===== src/rtl/dbg_match_bank.sv =====
module dbg_match_bank #(
  parameter int NUM_BP = 6,
  parameter int NUM_WP = 4,
  parameter int AW     = 32
) (
  input  logic              clk,
  input  logic              rst_n,
  input  logic              reg_we,
  input  logic [6:0]        reg_addr,
  input  logic [AW-1:0]     reg_wdata,
  output logic [AW-1:0]     reg_rdata,
  input  logic              ia_valid,
  input  logic [AW-1:0]     ia_addr,
  input  logic              ia_el,
  input  logic              da_valid,
  input  logic [AW-1:0]     da_addr,
  input  logic              da_store,
  input  logic              da_el,
  output logic              bp_hit,
  output logic [NUM_BP-1:0] bp_vec,
  output logic [3:0]        bp_idx,
  output logic              wp_hit,
  output logic [NUM_WP-1:0] wp_vec,
  output logic [3:0]        wp_idx
);
  localparam logic [3:0] BP_ID = 4'(NUM_BP - 1);
  localparam logic [3:0] WP_ID = 4'(NUM_WP - 1);

  logic [AW-1:0] bpv [NUM_BP];
  logic [AW-1:0] bpc [NUM_BP];
  logic [AW-1:0] wpv [NUM_WP];
  logic [AW-1:0] wpc [NUM_WP];

  logic [1:0] grp;
  logic [3:0] slot;
  assign grp  = reg_addr[5:4];
  assign slot = reg_addr[3:0];

  always_ff @(posedge clk or negedge rst_n) begin
    if (!rst_n) begin
      for (int i = 0; i < NUM_BP; i++) begin
        bpv[i] <= '0;
        bpc[i] <= '0;
      end
      for (int i = 0; i < NUM_WP; i++) begin
        wpv[i] <= '0;
        wpc[i] <= '0;
      end
    end else if (reg_we && !reg_addr[6]) begin
      for (int i = 0; i < NUM_BP; i++)
        if (slot == 4'(i)) begin
          if (grp == 2'd0) bpv[i] <= reg_wdata;
          if (grp == 2'd1) bpc[i] <= reg_wdata;
        end
      for (int i = 0; i < NUM_WP; i++)
        if (slot == 4'(i)) begin
          if (grp == 2'd2) wpv[i] <= reg_wdata;
          if (grp == 2'd3) wpc[i] <= reg_wdata;
        end
    end
  end

  always_comb begin
    reg_rdata = '0;
    if (reg_addr[6]) begin
      reg_rdata[3:0] = BP_ID;
      reg_rdata[7:4] = WP_ID;
    end else begin
      for (int i = 0; i < NUM_BP; i++)
        if (slot == 4'(i)) begin
          if (grp == 2'd0) reg_rdata = bpv[i];
          if (grp == 2'd1) reg_rdata = bpc[i];
        end
      for (int i = 0; i < NUM_WP; i++)
        if (slot == 4'(i)) begin
          if (grp == 2'd2) reg_rdata = wpv[i];
          if (grp == 2'd3) reg_rdata = wpc[i];
        end
    end
  end

  logic [AW-1:0]     ia_gran, da_gran;
  logic [NUM_BP-1:0] bp_raw;
  logic [NUM_WP-1:0] wp_raw;
  assign ia_gran = {ia_addr[AW-1:2], 2'b00};
  assign da_gran = {da_addr[AW-1:3], 3'b000};

  for (genvar i = 0; i < NUM_BP; i++) begin : g_bp
    logic [3:0] lanes;
    assign lanes     = bpc[i][11:8];
    assign bp_raw[i] = bpc[i][0] && (bpc[i][1] == ia_el) &&
                       (bpv[i] == ia_gran) && lanes[ia_addr[1:0]];
  end

  for (genvar i = 0; i < NUM_WP; i++) begin : g_wp
    logic [7:0] lanes;
    assign lanes     = wpc[i][15:8];
    assign wp_raw[i] = wpc[i][0] && (wpc[i][1] == da_el) &&
                       (wpv[i] == da_gran) && lanes[da_addr[2:0]] &&
                       (da_store ? wpc[i][4] : wpc[i][3]);
  end

  function automatic logic [3:0] first_bp(input logic [NUM_BP-1:0] v);
    first_bp = '0;
    for (int i = NUM_BP - 1; i >= 0; i--)
      if (v[i]) first_bp = 4'(i);
  endfunction

  function automatic logic [3:0] first_wp(input logic [NUM_WP-1:0] v);
    first_wp = '0;
    for (int i = NUM_WP - 1; i >= 0; i--)
      if (v[i]) first_wp = 4'(i);
  endfunction

  always_ff @(posedge clk or negedge rst_n) begin
    if (!rst_n) begin
      bp_hit <= 1'b0;
      bp_vec <= '0;
      bp_idx <= '0;
      wp_hit <= 1'b0;
      wp_vec <= '0;
      wp_idx <= '0;
    end else begin
      bp_hit <= ia_valid && (|bp_raw);
      bp_vec <= ia_valid ? bp_raw : '0;
      bp_idx <= ia_valid ? first_bp(bp_raw) : '0;
      wp_hit <= da_valid && (|wp_raw);
      wp_vec <= da_valid ? wp_raw : '0;
      wp_idx <= da_valid ? first_wp(wp_raw) : '0;
    end
  end
endmodule


===== config.mk =====
export PLATFORM = sky130hd
export DESIGN_NAME = dbg_match_bank
export DESIGN_NICKNAME = d
export VERILOG_FILES = /design/src/rtl/dbg_match_bank.sv
export SDC_FILE = /design/constraint.sdc
export NUM_CORES = 1
export LEC_CHECK = 0
export CORE_MARGIN = 2
export CORE_UTILIZATION = 58
export DETAILED_ROUTE_END_ITERATION = 10
export DONT_BUFFER_PORTS = 1
export PLACE_DENSITY_LB_ADDON = 0.15
export SYNTH_ARGS = -nofsm -noshare
export SYNTH_HDL_FRONTEND = slang
export SYNTH_SLANG_ARGS = --single-unit

===== constraint.sdc =====
create_clock -name clk -period 2.43 [get_ports clk]
set_clock_uncertainty 0.15 [all_clocks]
set_input_delay 0.486 -clock clk [delete_from_list [all_inputs] [get_ports clk]]
set_output_delay 0.486 -clock clk [all_outputs]
set_load 0.05 [all_outputs]

==> impl_metrics.toml <==
[setup_path]
r2r_end = "bp_hit$_DFF_PN0_"
cp.required_ns = 1.79
arrival_ns = 2.70
reg2reg_depth = 11
path_max_fanout = 337
cp-start-kind = "primary input"
path_class = "in2out"
r2r_slack_ns = 0.04
endpoint_kind = "output pin"
r2r_start = "bpv[98]$_DFFE_PN0P_"

[sta]
fmax_mhz = 300
tns_ns = -22.03
worst_hold_slack_ns = -0.596
post-route-period-util_pct = 137
tightest_slew_ns = 1.84
slew_headroom_pct = -22.3
rsz0062_at_grt = "yes"
setup_viol = 32
finalHoldViolCount = 657
setup_slack_ns = -0.909
fin_crit_ns = 3.34
drv_slew = 355

[synth]
ys_top_cells_by_area = "dfrtp_1 48%, mux2_2 22%, mux2i_1 7.7%, xor2_1 5.7%, xnor2_1 2.1%"
synth_edf_count = 0
muxShareOfSynthArea_pct = 31.0
yosysTopAreaCell = "dfrtp_1"
netlist_area_mm2 = 0.0342
synth_top_family_by_area = "multiplexers"
synth_ff_type = "dfrtp_1"
yosys.cell_types.count = 58
synth_compound_area_share_pct = 4.43
avgSynthCellArea_um2 = 12.7
synth-async-reset-ratio_pct = 100
yosysWarnings = 0
synth_xor_area_share_pct = 7.83
synth_fa_ha_area_share_pct = 0
synthSimpleGateAreaFrac_pct = 5.27
synth-seq-cells = 657
yosys.area.top_type_share_pct = 48.0
netlist_instances = 2705
ys_seq_area_share_pct = 48.0

[drt]
drt_iter0_drc = 2412
viasPerCell = 6.55
via_count = 24623
first_pass_iters = 5
route.detailed.drc = 0
wl_per_cell_um = 32.7
postRouteAntennaNets = 0
finalWirelength_mm = 123

[global_routing]
gr-total-overflow = 0
grt_pass1_vias = 24994
grt_usage_pct = 40.6
antenna_found_initial = 8
grt_first_pass_wirelength_mm = 176
grt_max_degree = 658

[cells_and_area]
mostFrequentLayoutCells = "654 x dfrtp_1, 652 x mux2_2, 267 x buf_4"
final_nets = 3043
drive_gt1_share_pct = 46.6
register_area_mm2 = 0.0164
final_common_cell = "dfrtp_1"
nFillCells = 4072
syn_to_final_growth_pct = 23.2
fin_cells = 3762
multi_input_area_mm2 = 0.0182
final_util_pct = 71.8

[placement]
dp_cells = 3538
dp_hpwl_mm = 84.3
gp_congestion = 1.01
io_buffers = 0

[outcome]
status = "finished with violations"
violations = "negative hold slack, max-slew violations, negative setup slack"

[clocking]
cts_tree = "done"
cts.reportedPaths.clkPinSlew_ns = 0.06
cts_buffers = 74
cts_buffer_depth = 3
cts_hold_buf = 34
root_buffer = "clkbuf_16"
worstSkewPairLatency_ns = 0.64
clock_sinks = 657
h-tree-depth = 3

[floorplan]
die_w_um = 247
die_h_um = 247
core_area_mm2 = 0.0587
initial_core_util_pct = 58.3
ios = 163
die_area_mm2 = 0.0610
core.rowCount = 89

[pwr]
p_leak_nw = 20.1
p_per_area_mw_per_mm2 = 661
p_total_mw = 27.9
worst_ir_drop_vdd_mv = 0.766

[job]
maxCapViolations = 0

[hold_path]
min_path_type = "in2async"
[critical path: stages]
cell,delay (ns)
mux2i_1,0.54
o22ai_2,0.13
nor3_2,0.27
nor3_2,0.10
o21ai_2,0.28
a221oi_4,0.12
buf_12,0.17
[per-layer routing]
layer / global-route usage [%] / vias to the layer above / part of all wire (%)
li1: - / 10263 / -
met1: 55.8 / 12999 / 41
met2: 61.1 / 1084 / 45
met3: 11.0 / 273 / 9.4
met4: 16.3 / 4 / 4.5
met5: 0 / - / 0.022
[report_power, final]
group | internal, mW | switching (mW)
combinational | 1.95 | 2.02
clock | 6.67 | 4.73
sequential | 11.8 | 0.699
total | 20.4 | 7.45
[worst max-delay path by stage]
stage / startpoint / end / slack (ns) / cells past startpoint
2_1_floorplan: reg_addr[3] / reg_rdata[17] / -0.48 / 8
3_3_place_gp: reg_addr[2] / reg_rdata[19] / -0.66 / 10
3_5_place_dp: reg_addr[1] / reg_rdata[10] / -0.68 / 9
4_1_cts: bpc[78]$_DFFE_PN0P_ / reg_rdata[14] / -0.82 / 8
5_1_grt: bpv[82]$_DFFE_PN0P_ / reg_rdata[18] / -0.86 / 8
6_report: reg_addr[4] / reg_rdata[6] / -0.91 / 7
[flip-flops by register name (all words and copies together), names as in the netlist]
| signal | cells |
|---|---|
| bp_vec | 6 |
| g_wp.lanes | 32 |
| bp_hit | 1 |
| wpc | 96 |
| bp_idx | 3 |
| wp_hit | 1 |
| bpv | 192 |
| wpv | 128 |
| bpc | 192 |
| wp_idx | 2 |
| wp_vec | 4 |
[final cells by class]
cell class | instances | area share (%)
Timing Repair Buffer | 394 | 9.51
Tap cell | 773 | 2.29
Clock inverter | 21 | 0.629
Sequential cell | 657 | 39.0
Multi-Input combinational cell | 1802 | 43.3
Inverter | 3 | 0.0356
Antenna cell | 4 | 0.0237
Clock buffer | 108 | 5.24
[through the flow]
stage	setup WS, ns	instance area (um^2)	hold slack (ns)
after floorplan	-0.476	35000	0.0404
after global placement	-0.658	37700	0.0726
after detailed placement	-0.677	37700	0.0727
after CTS	-0.823	41600	-0.592
after global routing	-0.863	42200	-0.605
final	-0.909	42200	-0.596
[kinds of logic (layout without fill, tap and decap cells)]
logic type / Yosys count / after routing
other: 1 / 7
DFF: 657 / 657
AOI/OAI and AO/OA: 227 / 227
xor gates and xnor gates: 306 / 306
and+or+nand+nor: 317 / 317
muxes: 949 / 949
buffers and inverters: 248 / 526
[cells in the mapped netlist, types with 29 or more instances]
master / n
dfrtp_1: 657
mux2_2: 656
mux2i_1: 263
xor2_1: 222
clkbuf_1: 108
buf_2: 89
xnor2_1: 84
o22ai_1: 82
nor4_1: 67
nand2_1: 52
a211oi_1: 43
nor2_1: 42
nand4_1: 36
nand3_1: 29
[timing repair]
action,CTS,global route
setup buffers,58,14
pin swaps,93,70
resized for setup,163,83
hold endpoints to repair,1312,657
endpoints found under the setup margin,41,41
gates cloned,0,1
Power figures use the tool's default switching activity.
